$ cat config.mk
export PLATFORM = sky130hd
export DESIGN_NAME = esc_wdog
export DESIGN_NICKNAME = d
export VERILOG_FILES = /design/src/rtl/wdog_pkg.sv /design/src/rtl/wdog_prescaler.sv /design/src/rtl/wdog_decrementer.sv /design/src/rtl/wdog_stage_fsm.sv /design/src/rtl/esc_wdog.sv
export SDC_FILE = /design/constraint.sdc
export NUM_CORES = 1
export LEC_CHECK = 0
export BUFFER_PORTS_ARGS = -buffer_cell sky130_fd_sc_hd__clkbuf_2
export CAP_MARGIN = 15
export CORE_MARGIN = 1.5
export CORE_UTILIZATION = 60
export DETAILED_ROUTE_END_ITERATION = 8
export GPL_TIMING_DRIVEN = 0
export PLACE_DENSITY = 0.85
export SLEW_MARGIN = 20
export SYNTH_ARGS = -nofsm -noshare
export SYNTH_HDL_FRONTEND = slang
export SYNTH_SLANG_ARGS = --single-unit
$ cat constraint.sdc
create_clock -name clk -period 3.11 [get_ports clk]
set_input_delay 0.311 -clock clk [delete_from_list [all_inputs] [get_ports clk]]
set_output_delay 0.311 -clock clk [all_outputs]
set_load 0.03 [all_outputs]
$ cat src/rtl/wdog_pkg.sv
package wdog_pkg;
  typedef enum logic [1:0] {
    STG_WAIT = 2'd0,
    STG_IRQ  = 2'd1,
    STG_NMI  = 2'd2,
    STG_RST  = 2'd3
  } stage_e;

  localparam logic [1:0] MODE_OFF  = 2'd0;
  localparam logic [1:0] MODE_IRQ  = 2'd1;
  localparam logic [1:0] MODE_NMI  = 2'd2;
  localparam logic [1:0] MODE_FULL = 2'd3;
endpackage

$ cat src/rtl/wdog_prescaler.sv
module wdog_prescaler #(
  parameter int PRE_LOG2 = 8
) (
  input  logic clk,
  input  logic rst,
  input  logic clear,
  input  logic run,
  output logic tick
);
  localparam logic [PRE_LOG2-1:0] PRE_LAST = {PRE_LOG2{1'b1}};

  logic [PRE_LOG2-1:0] pre_q;

  always_ff @(posedge clk) begin
    if (rst || clear || !run) pre_q <= '0;
    else                      pre_q <= pre_q + 1'b1;
  end

  assign tick = run && (pre_q == PRE_LAST);

  // ticks are never back to back when the divisor is at least 2
  p_tick_spacing_r3: assert property (@(posedge clk) disable iff (rst)
    tick |=> !tick);
endmodule

$ cat src/rtl/wdog_decrementer.sv
module wdog_decrementer #(
  parameter int LEN_W  = 16,
  parameter int FRAC_W = 8
) (
  input  logic                    clk,
  input  logic                    rst,
  input  logic                    clr,
  input  logic                    load,
  input  logic [LEN_W-1:0]        load_len,
  input  logic [LEN_W-1:0]        reload_len,
  input  logic                    tick,
  output logic [LEN_W+FRAC_W-1:0] cnt,
  output logic                    expire
);
  localparam int CNT_W = LEN_W + FRAC_W;
  localparam logic [FRAC_W-1:0] FRAC_ONES = {FRAC_W{1'b1}};

  logic [CNT_W-1:0] cnt_q;

  always_ff @(posedge clk) begin
    if (rst || clr)   cnt_q <= '0;
    else if (load)    cnt_q <= {load_len, FRAC_ONES};
    else if (tick) begin
      if (cnt_q == '0) cnt_q <= {reload_len, FRAC_ONES};
      else             cnt_q <= cnt_q - 1'b1;
    end
  end

  assign cnt    = cnt_q;
  assign expire = tick && (cnt_q == '0) && !load && !clr;

  // a fresh load never leaves the counter at zero
  p_load_nonzero_r11: assert property (@(posedge clk) disable iff (rst)
    (load && !clr) |=> (cnt_q != '0));
endmodule

$ cat src/rtl/wdog_stage_fsm.sv
module wdog_stage_fsm
  import wdog_pkg::*;
(
  input  logic       clk,
  input  logic       rst,
  input  logic       off,
  input  logic       restart,
  input  logic       expire,
  input  logic [1:0] mode,
  output stage_e     stage,
  output logic       irq,
  output logic       nmi,
  output logic       rst_req
);
  stage_e stage_q;
  logic   irq_q, nmi_q, req_q;

  always_ff @(posedge clk) begin
    if (rst || off || restart) begin
      stage_q <= STG_WAIT;
      irq_q   <= 1'b0;
      nmi_q   <= 1'b0;
      req_q   <= 1'b0;
    end else begin
      req_q <= 1'b0;
      if (expire) begin
        unique case (stage_q)
          STG_WAIT: begin
            stage_q <= STG_IRQ;
            irq_q   <= 1'b1;
          end
          STG_IRQ: if (mode == MODE_NMI || mode == MODE_FULL) begin
            stage_q <= STG_NMI;
            nmi_q   <= 1'b1;
          end
          STG_NMI: if (mode == MODE_FULL) begin
            stage_q <= STG_RST;
            req_q   <= 1'b1;
          end
          STG_RST: ;
          default: ;
        endcase
      end
    end
  end

  assign stage   = stage_q;
  assign irq     = irq_q;
  assign nmi     = nmi_q;
  assign rst_req = req_q;

  // the reset request lasts one cycle only
  p_req_pulse_r4: assert property (@(posedge clk) disable iff (rst)
    rst_req |=> !rst_req);
  // NMI is never raised without the interrupt
  p_nmi_with_irq_r7: assert property (@(posedge clk) disable iff (rst)
    nmi |-> irq);
  // interrupt-only mode never reaches NMI
  p_mode1_no_nmi_r6: assert property (@(posedge clk) disable iff (rst)
    (mode == MODE_IRQ) |-> !nmi);
  // a restart returns to the first stage with levels cleared
  p_restart_clears_r9: assert property (@(posedge clk) disable iff (rst)
    restart |=> (stage == STG_WAIT && !irq && !nmi));
endmodule

$ cat src/rtl/esc_wdog.sv
module esc_wdog
  import wdog_pkg::*;
#(
  parameter int LEN_W    = 16,
  parameter int FRAC_W   = 8,
  parameter int PRE_LOG2 = 8,
  localparam int CNT_W   = LEN_W + FRAC_W
) (
  input  logic             clk,
  input  logic             rst,
  input  logic             cfg_we,
  input  logic [LEN_W-1:0] cfg_len,
  input  logic [1:0]       cfg_mode,
  input  logic             poke,
  output logic             irq_o,
  output logic             nmi_o,
  output logic             rst_req_o,
  output logic [CNT_W-1:0] cnt_o,
  output logic [1:0]       stage_o
);
  logic [LEN_W-1:0] len_q;
  logic [1:0]       mode_q;
  logic             en_q;

  logic   cfg_off, cfg_arm, poke_live, restart, tick, expire;
  stage_e stage;

  assign cfg_off   = cfg_we && (cfg_mode == MODE_OFF);
  assign cfg_arm   = cfg_we && (cfg_mode != MODE_OFF);
  assign poke_live = poke && en_q && !cfg_we;
  assign restart   = cfg_arm || poke_live;

  always_ff @(posedge clk) begin
    if (rst) begin
      len_q  <= '0;
      mode_q <= MODE_OFF;
      en_q   <= 1'b0;
    end else if (cfg_we) begin
      len_q  <= cfg_len;
      mode_q <= cfg_mode;
      en_q   <= (cfg_mode != MODE_OFF);
    end
  end

  wdog_prescaler #(.PRE_LOG2(PRE_LOG2)) u_pre (
    .clk   (clk),
    .rst   (rst),
    .clear (restart || cfg_off),
    .run   (en_q),
    .tick  (tick)
  );

  wdog_decrementer #(.LEN_W(LEN_W), .FRAC_W(FRAC_W)) u_dec (
    .clk        (clk),
    .rst        (rst),
    .clr        (cfg_off),
    .load       (restart),
    .load_len   (cfg_we ? cfg_len : len_q),
    .reload_len (len_q),
    .tick       (tick),
    .cnt        (cnt_o),
    .expire     (expire)
  );

  wdog_stage_fsm u_fsm (
    .clk     (clk),
    .rst     (rst),
    .off     (cfg_off),
    .restart (restart),
    .expire  (expire),
    .mode    (mode_q),
    .stage   (stage),
    .irq     (irq_o),
    .nmi     (nmi_o),
    .rst_req (rst_req_o)
  );

  assign stage_o = stage;

  // while disabled everything is quiet and the counter holds zero
  p_off_quiet_r8: assert property (@(posedge clk) disable iff (rst)
    !en_q |-> (stage_o == 2'd0 && !irq_o && !nmi_o && cnt_o == '0));
  // the soft-reset request appears only in full-escalation mode
  p_req_mode3_r4: assert property (@(posedge clk) disable iff (rst)
    rst_req_o |-> (mode_q == MODE_FULL));
endmodule

# [After elaboration in Yosys (flattened, before gate mapping)]
# Cells that the tools add are included.
[classes] add_sub_neg=2 n_eq_ne=7 muxes=8 bitwise_logic=2 reduce_logical=29
[op_table] operator="24-bit two-way mux" n=3
[op_table] operator="24-bit zero test" n=1
[op_table] operator="24-bit by 1-bit subtractor with 24-bit output, second input constant" n=1
[op_table] operator="16-bit two-way mux" n=1
[op_table] operator="8-bit by 1-bit adder with 8-bit output, second input constant" n=1
[op_table] operator="8-bit == test, second input constant" n=1
[op_table] operator="1-bit logical AND" n=8
[op_table] operator="1-bit logical OR" n=7
[op_table] operator="2-bit == test, second input constant" n=3
[op_table] operator="2-bit case mux with 3 select lines" n=1
[op_table] operator="1-bit zero test" n=4
[op_table] operator="2-bit zero test" n=2
[op_table] operator="2-bit two-way mux" n=2
[op_table] operator="2-bit by 1-bit inequality test with 1-bit output, second input constant" n=2
[op_table] operator="4-bit AND reduction" n=1
[op_table] operator="2-bit nonzero test" n=2
[op_table] operator="3-bit AND reduction" n=1
[op_table] operator="3-bit nonzero test" n=1
[op_table] operator="3-bit OR reduction" n=1
[op_table] operator="2-bit by 1-bit == test with 1-bit output, second input constant" n=1
[op_table] operator="1-bit NOT" n=2
[op_table] operator="2-bit AND reduction" n=1
[op_table] operator="1-bit two-way mux" n=1
[totals] regBits=56 out_inout_bits=29 wordCells=57

# [Depth between registers and ports, before layout]
# Gate-level depths: netlist (run 1).
[depth] word_depth=8 depth_mapped=9 depth_no_buf=7

# [Cells and area by module]
# A second synthesis (run 1) with hierarchy kept.
[hier_totals] cells_unflattened=361 hier_area_um2=3201.8
[modules_own_cells] module="wdog_decrementer" n_inst=1 cells_each=229 area_per_inst_um2=1736.7 seq_area_each_um2=480.5
[modules_own_cells] module="esc_wdog" n_inst=1 cells_each=65 area_per_inst_um2=864.6 seq_area_each_um2=380.4
[modules_own_cells] module="wdog_prescaler" n_inst=1 cells_each=37 area_per_inst_um2=321.6 seq_area_each_um2=160.2
[modules_own_cells] module="wdog_stage_fsm" n_inst=1 cells_each=30 area_per_inst_um2=279.0 seq_area_each_um2=100.1

# [Worst setup path before layout (run 1)]
# OpenSTA, ideal clock, no wires.
[synth_path] path_kind="reg2reg" startpoint="reg u_pre.pre_q[0]" endpoint="reg u_fsm.stage_q[0] (netlist: u_fsm.stage[0])" setup_time_ns=0.070 arrival_ns=1.916 t_required_ns=3.040 setup_slack_ns=1.124 path_stages_with_launch=8 period_less_slack_ns=1.986 cell_sequence="dfxtp_1 -> ha_1 -> and4_1 -> clkbuf_2 -> nand4_1 -> or4_1 -> or3_1 -> a21oi_1"
[synth_via] elab_chain_cells=6
[synth_rtl] item="from (decl)" line_no="wdog_prescaler.sv:12" text="logic [PRE_LOG2-1:0] pre_q;"
[synth_rtl] item="from (signal assigned)" line_no="wdog_prescaler.sv:16" text="else pre_q <= pre_q + 1'b1;"
[synth_rtl] item="8-bit == test" line_no="wdog_prescaler.sv:19" text="assign tick = run && (pre_q == PRE_LAST);"
[synth_rtl] item="1-bit logical AND" line_no="wdog_prescaler.sv:19"
[synth_rtl] item="1-bit logical AND (3 in a row)" line_no="wdog_decrementer.sv:30" text="assign expire = tick && (cnt_q == '0) && !load && !clr;"
[synth_rtl] item="4-bit AND reduction (no line)"
[synth_rtl] item="to (signal assigned)" line_no="wdog_stage_fsm.sv:20" text="stage_q <= STG_WAIT;"
[synth_rtl] item="to (signal assigned)" line_no="wdog_stage_fsm.sv:29" text="stage_q <= STG_IRQ;"
[synth_rtl] item="to (signal assigned)" line_no="wdog_stage_fsm.sv:33" text="stage_q <= STG_NMI;"
[synth_rtl] item="to (decl)" line_no="wdog_stage_fsm.sv:15" text="stage_e stage_q;"
# Every way passes these cells.
# A chain may end at the register's enable or synchronous reset.

# [Worst setup path in the final report (run 1)]
[layout_path] startpoint="reg u_dec.cnt_q[11] (netlist: u_dec.cnt[11])" endpoint="reg u_dec.cnt_q[9] (netlist: u_dec.cnt[9])"
[layout_via] elab_chain_cells=4
[layout_rtl] item="from (decl)" line_no="wdog_decrementer.sv:18" text="logic [CNT_W-1:0] cnt_q;"
[layout_rtl] item="from (signal assigned)" line_no="wdog_decrementer.sv:22" text="else if (load) cnt_q <= {load_len, FRAC_ONES};"
[layout_rtl] item="from (signal assigned)" line_no="wdog_decrementer.sv:24" text="if (cnt_q == '0) cnt_q <= {reload_len, FRAC_ONES};"
[layout_rtl] item="from (signal assigned)" line_no="wdog_decrementer.sv:25" text="else cnt_q <= cnt_q - 1'b1;"
[layout_rtl] item="24-bit zero test" line_no="wdog_decrementer.sv:24"
[layout_rtl] item="24-bit two-way mux" line_no="wdog_decrementer.sv:24"
[layout_rtl] item="24-bit two-way mux" line_no="wdog_decrementer.sv:23" text="else if (tick) begin"
[layout_rtl] item="24-bit two-way mux" line_no="wdog_decrementer.sv:22"
# Every way passes these cells. The select of a mux whose other input is x is not followed.

==> reports/qor.txt, run 1 <==
Die Span Y -> 73.1 um
Setup CP Type -> reg2reg
Num CTS Buffers -> 5
Worst reg2reg startpoint -> u_dec.cnt[11]$_SDFFE_PP0P_
H-tree Lvls -> 2
Io pins -> 51
VDD IR-drop max -> 0.344 mV
Hold Path Class -> in2reg
GRT Residual Overflow -> 0
RSZ-0062 raised after global routing -> no
Ys Warns -> 0
HP Start -> cfg_len[3]
Vias in the first global route -> 2,696
Async SR Flop Fraction -> 0%
DIE WIDTH -> 73.1 um
Yosys reg bits -> 56
Max-slew headroom -> 45.1%
Post-CTS Hold Fix Bufs -> 0
Dominant cell by count in the synthesized netlist -> nor2_1
Worst slew pin tran -> 0.824 ns
Drt pass-1 iters -> 6
Post-CTS setup buffer count -> 0
Placed insts -> 470
Min Clock Period, post-route -> 2.38 ns
Setup TNS -> 0 ns
Post-synth cell types -> 47
Status -> completed
Power Density -> 498 nW/um2
Lkg Pwr -> 1.37 nW
Post-route DRC violation count -> 0
Setup crit start kind -> register
Period utilization -> 76.7%
DRC marker count from the first detailed-route iteration -> 273
Area Growth Syn to Fin -> 15.3%
Max stage delay on crit path -> 0.63 ns
Peak Freq -> 0.419 GHz
Buf+Inv Stages, Crit Path -> 1
Post-synth EDFFs -> 0
Syn Area/Cell -> 8.33 um2
Detailed-route vias per instance -> 6.21
FF-to-FF path depth -> 6
Worst EP required -> 3.34 ns
Final Net Count -> 440
Flop-to-flop setup slack -> 0.73 ns
Clk root buf -> clkbuf_8
Avg WL per Cell -> 16.5 um
Global placement routability congestion -> 0.916
Antenna violations before repair -> 0
Clk_skew -> 0.00780 ns
Hold path endpoint -> len_q[3]$_SDFF_PP0_
Ratio of cells with drive above 1 in the final layout -> 16.8%
IO Port Bufs -> 49
R2R Path End -> u_dec.cnt[9]$_SDFFE_PP0P_
Slowest CP cell -> nor4b_4
Maximum number of pins on one net before global-route repair -> 18
Cell chain of the critical path -> nor4_4 -> nand4_2 -> nor4b_4 -> buf_6 -> nand2_1 -> a31oi_1
Starting density of the core -> 62.5%
Total track usage -> 31.2%
Final Hold Viols -> 0
Clock tree buffer depth -> 2
Post-Route WL -> 7890 um
Synth area leaders -> dfxtp_1 (38%), nor2_1 (8.4%), mux2i_1 (6.1%)
Final slew viol count -> 0
Core box area -> 4720 um2
Post-synth top area share -> 38.0%
Setup violators final -> 0
Worst setup EP type -> register
Crit path max fanout -> 10
Commonest cells in the netlist -> nor2_1 (66), dfxtp_1 (56), nand2_1 (20)
# rows -> 25
Post-Syn Area -> 2950 um2
CP top delay family -> simple AND/OR/NAND/NOR gates
Sink Count -> 56
Post-synth net total -> 384
Vias -> 2,966
Clock latency on the worst-skew pair -> 0.31 ns
Reg clk slew, reported paths -> 0.10 ns
Post-route insts no fill -> 478
Post-DP HPWL -> 5610 um
ANT nets after route -> 0
Cells after Synth -> 354
Total die area -> 5350 um2
Synth area leader -> dfxtp_1
First-pass GRT wire length -> 12,900 um
CTS resizes -> 0
Number of cells on the worst hold path -> 3
Max cap viols -> 0
Diodes inserted -> 0
Synth Flop Type -> dfxtp_1
Crit path arrival time -> 2.62 ns
CTS tree -> yes
Post-synthesis sequential area ratio -> 38.0%
[cells in the final DEF, fill, tap and decap left out, drive strengths merged, types with 2 or more instances in the layout]
| master | instances |
|---|---|
| a211oi | 7 |
| a21oi | 19 |
| or3 | 2 |
| xnor2 | 14 |
| mux2i | 18 |
| nor2 | 66 |
| clkbuf | 64 |
| a41oi | 3 |
| or4 | 3 |
| inv | 5 |
| nor3 | 10 |
| buf | 7 |
| nand4 | 14 |
| o21ai | 6 |
| o21a | 3 |
| and4 | 2 |
| ha | 8 |
| o22ai | 9 |
| or2 | 2 |
| and2 | 3 |
| nor2b | 3 |
| nor4 | 8 |
| nand2 | 20 |
| xor2 | 6 |
| dfxtp | 56 |
| nor3b | 2 |
| and3 | 11 |
| o211ai | 4 |
| a31oi | 10 |
| nand3 | 15 |
[how the worst max path moves through the flow]
stage                                          start                           to  slack (ns)  cells past startpoint
after floorplan            u_pre.pre_q[0]$_SDFF_PP0_  u_fsm.stage[0]$_SDFFE_PP0P_        1.12                      7
after global placement     u_pre.pre_q[0]$_SDFF_PP0_  u_fsm.stage[1]$_SDFFE_PP0P_        0.85                      8
after detailed placement   u_pre.pre_q[0]$_SDFF_PP0_   u_dec.cnt[16]$_SDFFE_PP0P_        0.77                      8
after CTS                  u_pre.pre_q[0]$_SDFF_PP0_    u_dec.cnt[9]$_SDFFE_PP0P_        0.74                      8
after global routing       u_pre.pre_q[0]$_SDFF_PP0_    u_dec.cnt[9]$_SDFFE_PP0P_        0.55                      8
final                     u_dec.cnt[11]$_SDFFE_PP0P_    u_dec.cnt[9]$_SDFFE_PP0P_        0.73                      6
[power by group]
group	total, mW	switching, mW	leakage, nW	internal (mW)
clock network	0.500	0.236	0.0614	0.264
logic	0.388	0.244	0.850	0.144
registers	0.808	0.0535	0.459	0.754
[final cells by class]
type	instances	area (um2)
buffer	16	73.8
clock buffer	6	82.6
clock inverter	2	38.8
fill	373	1320
inverter	5	18.8
multi-input combinational	277	1740
sequential	56	1120
tap	67	83.8
timing repair buffer	49	245
[tightest hold or removal path: stages]
cell	delay (ns)
clkbuf_2	0.07
mux2i_1	0.07
nor2_1	0.08
[stage by stage]
stage / setup slack, ns / util (%) / hold WS [ns] / power (mW) / cell area, um2
3_3_place_gp: 0.847 / 69.4 / 0.432 / 1.19 / 3280
2_1_floorplan: 1.12 / - / 0.418 / 1.09 / 2950
5_1_grt: 0.554 / 72.0 / 0.278 / 1.77 / 3400
3_5_place_dp: 0.772 / 69.4 / 0.451 / 1.20 / 3280
6_report: 0.726 / 72.0 / 0.256 / 1.69 / 3400
4_1_cts: 0.742 / 72.0 / 0.258 / 1.69 / 3400
[registers in the layout, summed over array words and instances, names as in the netlist]
signal         cells
u_fsm.stage        2
u_pre.pre_q        8
u_fsm.rst_req      1
u_dec.cnt         24
u_fsm.irq          1
u_fsm.nmi          1
mode_q             2
len_q             16
en_q               1
[metal layers]
metal / track usage (%) / share of wire [%]
met5: 0 / 0
met4: 10.7 / 1.6
met3: 5.66 / 9.9
met2: 49.9 / 48
met1: 42.3 / 40
[logic make-up (layout without fill, tap and decap cells)]
logic type / count (synthesis) / after routing / share of synthesized area [%]
buffers and inverters: 21 / 78 / 3.14
AOI/OAI and AO/OA: 63 / 63 / 13.3
and+or+nand+nor: 167 / 167 / 29.7
xor gates and xnor gates: 20 / 20 / 5.94
muxes: 19 / 19 / 6.49
DFF: 56 / 56 / 38.0
adders and majority gates: 8 / 8 / 3.39
Power figures use the tool's default switching activity.
==> inputs of run 2 (changes only) <==
- CORE_UTILIZATION: 60 -> 50
- PLACE_DENSITY: 0.85 -> 0.75
- clock period: 3.11 -> 1.9 ns (I/O delays scaled with it)
==> reports/qor.txt, run 2 (synthesized netlist as in run 1, its figures left out) <==
Setup violators final -> 18 (was 0)
Total die area -> 6370 um2 (was 5350 um2)
Met1 usage -> 36.4% (was 42.3%)
Net Switching -> 0.960 mW (was 0.534 mW)
Detailed-route vias per instance -> 6.14 (was 6.21)
Leading cell types in the layout, fill and taps excluded -> nor2_1 (62), clkbuf_2 (50), dfxtp_1 (45), buf_4 (24) (was nor2_1 (66), dfxtp_1 (56), clkbuf_2 (50), nand2_1 (20), a21oi_1 (19))
CP top delay family -> simple AND/OR/NAND/NOR gates (unchanged)
Hold Path Class -> in2reg (unchanged)
Ratio of cells with drive above 1 in the final layout -> 33.1% (was 16.8%)
Max cap viols -> 0 (unchanged)
Clk root buf -> clkbuf_8 (unchanged)
Slowest CP cell -> nor4_4 (was nor4b_4)
Cell chain of the critical path -> nor4_4 -> buf_4 -> nand4_1 -> or2_4 -> or3_1 -> a21oi_1 (was nor4_4 -> nand4_2 -> nor4b_4 -> buf_6 -> nand2_1 -> a31oi_1)
Peak Freq -> 0.494 GHz (was 0.419 GHz)
GRT Max-Usage Layer -> met2 (unchanged)
Sw frac -> 34.0% (was 31.5%)
Placed insts -> 475 (was 470)
Max reg flops -> 24 (unchanged)
IO Port Bufs -> 49 (unchanged)
Antenna violations before repair -> 0 (unchanged)
# rows -> 27 (was 25)
Final slew viol count -> 0 (unchanged)
GRT Residual Overflow -> 0 (unchanged)
Setup CP Type -> reg2reg (unchanged)
Internal Power -> 1.86 mW (was 1.16 mW)
Overall Power -> 2.82 mW (was 1.69 mW)
Core box area -> 5610 um2 (was 4720 um2)
Most common cell after layout, fill and taps aside -> nor2_1 (unchanged)
Final setup margin -> -0.126 ns (was 0.726 ns)
Reg clk slew, reported paths -> 0.10 ns (about the same)
Die Span Y -> 79.8 um (was 73.1 um)
Clock latency on the worst-skew pair -> 0.32 ns (was 0.31 ns)
Drt pass-1 iters -> 5 (was 6)
Lkg Pwr -> 1.58 nW (was 1.37 nW)
Starting density of the core -> 52.6% (was 62.5%)
Post-route DRC violation count -> 0 (unchanged)
DRC marker count from the first detailed-route iteration -> 310 (was 273)
Final Net Count -> 467 (was 440)
Io pins -> 51 (unchanged)
Worst setup EP type -> register (unchanged)
Crit path max fanout -> 6 (was 10)
Avg WL per Cell -> 17.9 um (was 16.5 um)
Violated checks -> setup timing
Global placement routability congestion -> 0.894 (was 0.916)
Vias -> 3,131 (was 2,966)
Period utilization -> 107% (was 76.7%)
Sink Count -> 56 (unchanged)
Vias in the first global route -> 2,897 (was 2,696)
Worst slew pin tran -> 0.809 ns (was 0.824 ns)
Diodes inserted -> 0 (unchanged)
Maximum number of pins on one net before global-route repair -> 17 (was 18)
Max-slew headroom -> 46.0% (was 45.1%)
Setup crit start kind -> register (unchanged)
First-pass GRT wire length -> 14,000 um (was 12,900 um)
Met2 Usage GRT -> 47.1% (was 49.9%)
Total track usage -> 28.5% (was 31.2%)
Area Growth Syn to Fin -> 31.2% (was 15.3%)
Status -> finished with violations (was completed)
Power Density -> 729 nW/um2 (was 498 nW/um2)
Buf+Inv Stages, Crit Path -> 1 (unchanged)
H-tree Lvls -> 2 (unchanged)
Post-CTS Hold Fix Bufs -> 0 (unchanged)
Final core occ -> 69.0% (was 72.0%)
Final Hold Viols -> 0 (unchanged)
Post-DP HPWL -> 5790 um (was 5610 um)
ANT nets after route -> 0 (unchanged)
Power share of the combinational group -> 28.4% (was 22.9%)
Clk pwr share -> 24.5% (was 29.5%)
Post-route insts no fill -> 510 (was 478)
Min Clock Period, post-route -> 2.03 ns (was 2.38 ns)
VDD IR-drop max -> 0.413 mV (was 0.344 mV)
Worst EP required -> 2.15 ns (was 3.34 ns)
Crit path arrival time -> 2.28 ns (was 2.62 ns)
Met3 Usage GRT -> 3.77% (was 5.66%)
CTS tree -> yes (unchanged)
Num CTS Buffers -> 5 (unchanged)
Clock tree buffer depth -> 2 (unchanged)
Seq pwr share -> 47.2% (was 47.6%)
Post-Route WL -> 9140 um (was 7890 um)
Clk_skew -> 0.00576 ns (was 0.00780 ns)
DIE WIDTH -> 79.8 um (was 73.1 um)
RSZ-0062 raised after global routing -> yes (was no)
Max stage delay on crit path -> 0.42 ns (was 0.63 ns)
-- run 2: cell types whose count changed in the layout (fill, tap and decap cells not counted), moves of 5 or more --
cell     before  now
buf_6         1    6
nand2_2       0    6
nand2_1      20   13
dfxtp_2       0    7
buf_4         1   24
dfxtp_1      56   45
-- run 2: final timing paths --
| path | start | end | slack [ns] | cells past startpoint |
|---|---|---|---|---|
| setup reg to reg | u_dec.cnt[4]$_SDFFE_PP0P_ | u_fsm.stage[0]$_SDFFE_PP0P_ | -0.13 | 6 |
| setup / recovery | u_dec.cnt[4]$_SDFFE_PP0P_ | u_fsm.stage[0]$_SDFFE_PP0P_ | -0.13 | 6 |
| hold reg to reg | len_q[6]$_SDFF_PP0_ | u_dec.cnt[14]$_SDFFE_PP0P_ | 0.47 | 2 |
| hold / removal | cfg_len[13] | len_q[13]$_SDFF_PP0_ | 0.13 | 3 |
-- run 2: routing by layer --
layer | wire length (um) | vias up | share of wire (%)
li1 | - | 1449 | -
met1 | 3810 | 1493 | 42
met2 | 4340 | 152 | 47
met3 | 687 | 37 | 7.5
met4 | 302 | 0 | 3.3
met5 | 0 | - | 0
-- run 2: layout make-up --
class	instances	area (um2)
Clock buffer	6	82.6
Timing Repair Buffer	78	498
Inverter	5	18.8
Fill cell	459	1740
Sequential cell	56	1140
Tap cell	72	90.1
Clock inverter	2	10.0
Multi-Input combinational cell	277	1930
Buffer	14	93.8
-- run 2: repair_timing --
action / in CTS / in global routing
gates resized for setup: 33 / 35
buffers inserted: 16 / 12
endpoints found under the setup margin: 26 / 24
gates cloned: 1 / 0
pin swaps: 9 / 23
-- run 2: worst min-delay path: stages --
cell and delay, ns:
clkbuf_2 0.07, mux2i_1 0.07, nor2_1 0.08
-- run 2: metrics by stage --
stage	area, um2	setup WS [ns]	TNS [ns]	hold slack (ns)
detailed placement	3300	-0.448	-8.89	0.443
finish	3870	-0.126	-1.04	0.134
global placement	3300	-0.394	-7.70	0.434
floorplan	2970	-0.0863	-0.0997	0.338
global route	3870	-0.202	-2.58	0.150
CTS	3650	-0.0722	-0.0815	0.139
-- run 2: power by group through the flow --
stage / clock network (mW) / registers (mW) / logic [mW]
finish: 0.690 / 1.33 / 0.800
global route: 0.740 / 1.34 / 0.854
CTS: 0.682 / 1.32 / 0.683
detailed placement: 0 / 1.35 / 0.624
global placement: 0 / 1.35 / 0.612
floorplan: 0 / 1.40 / 0.399
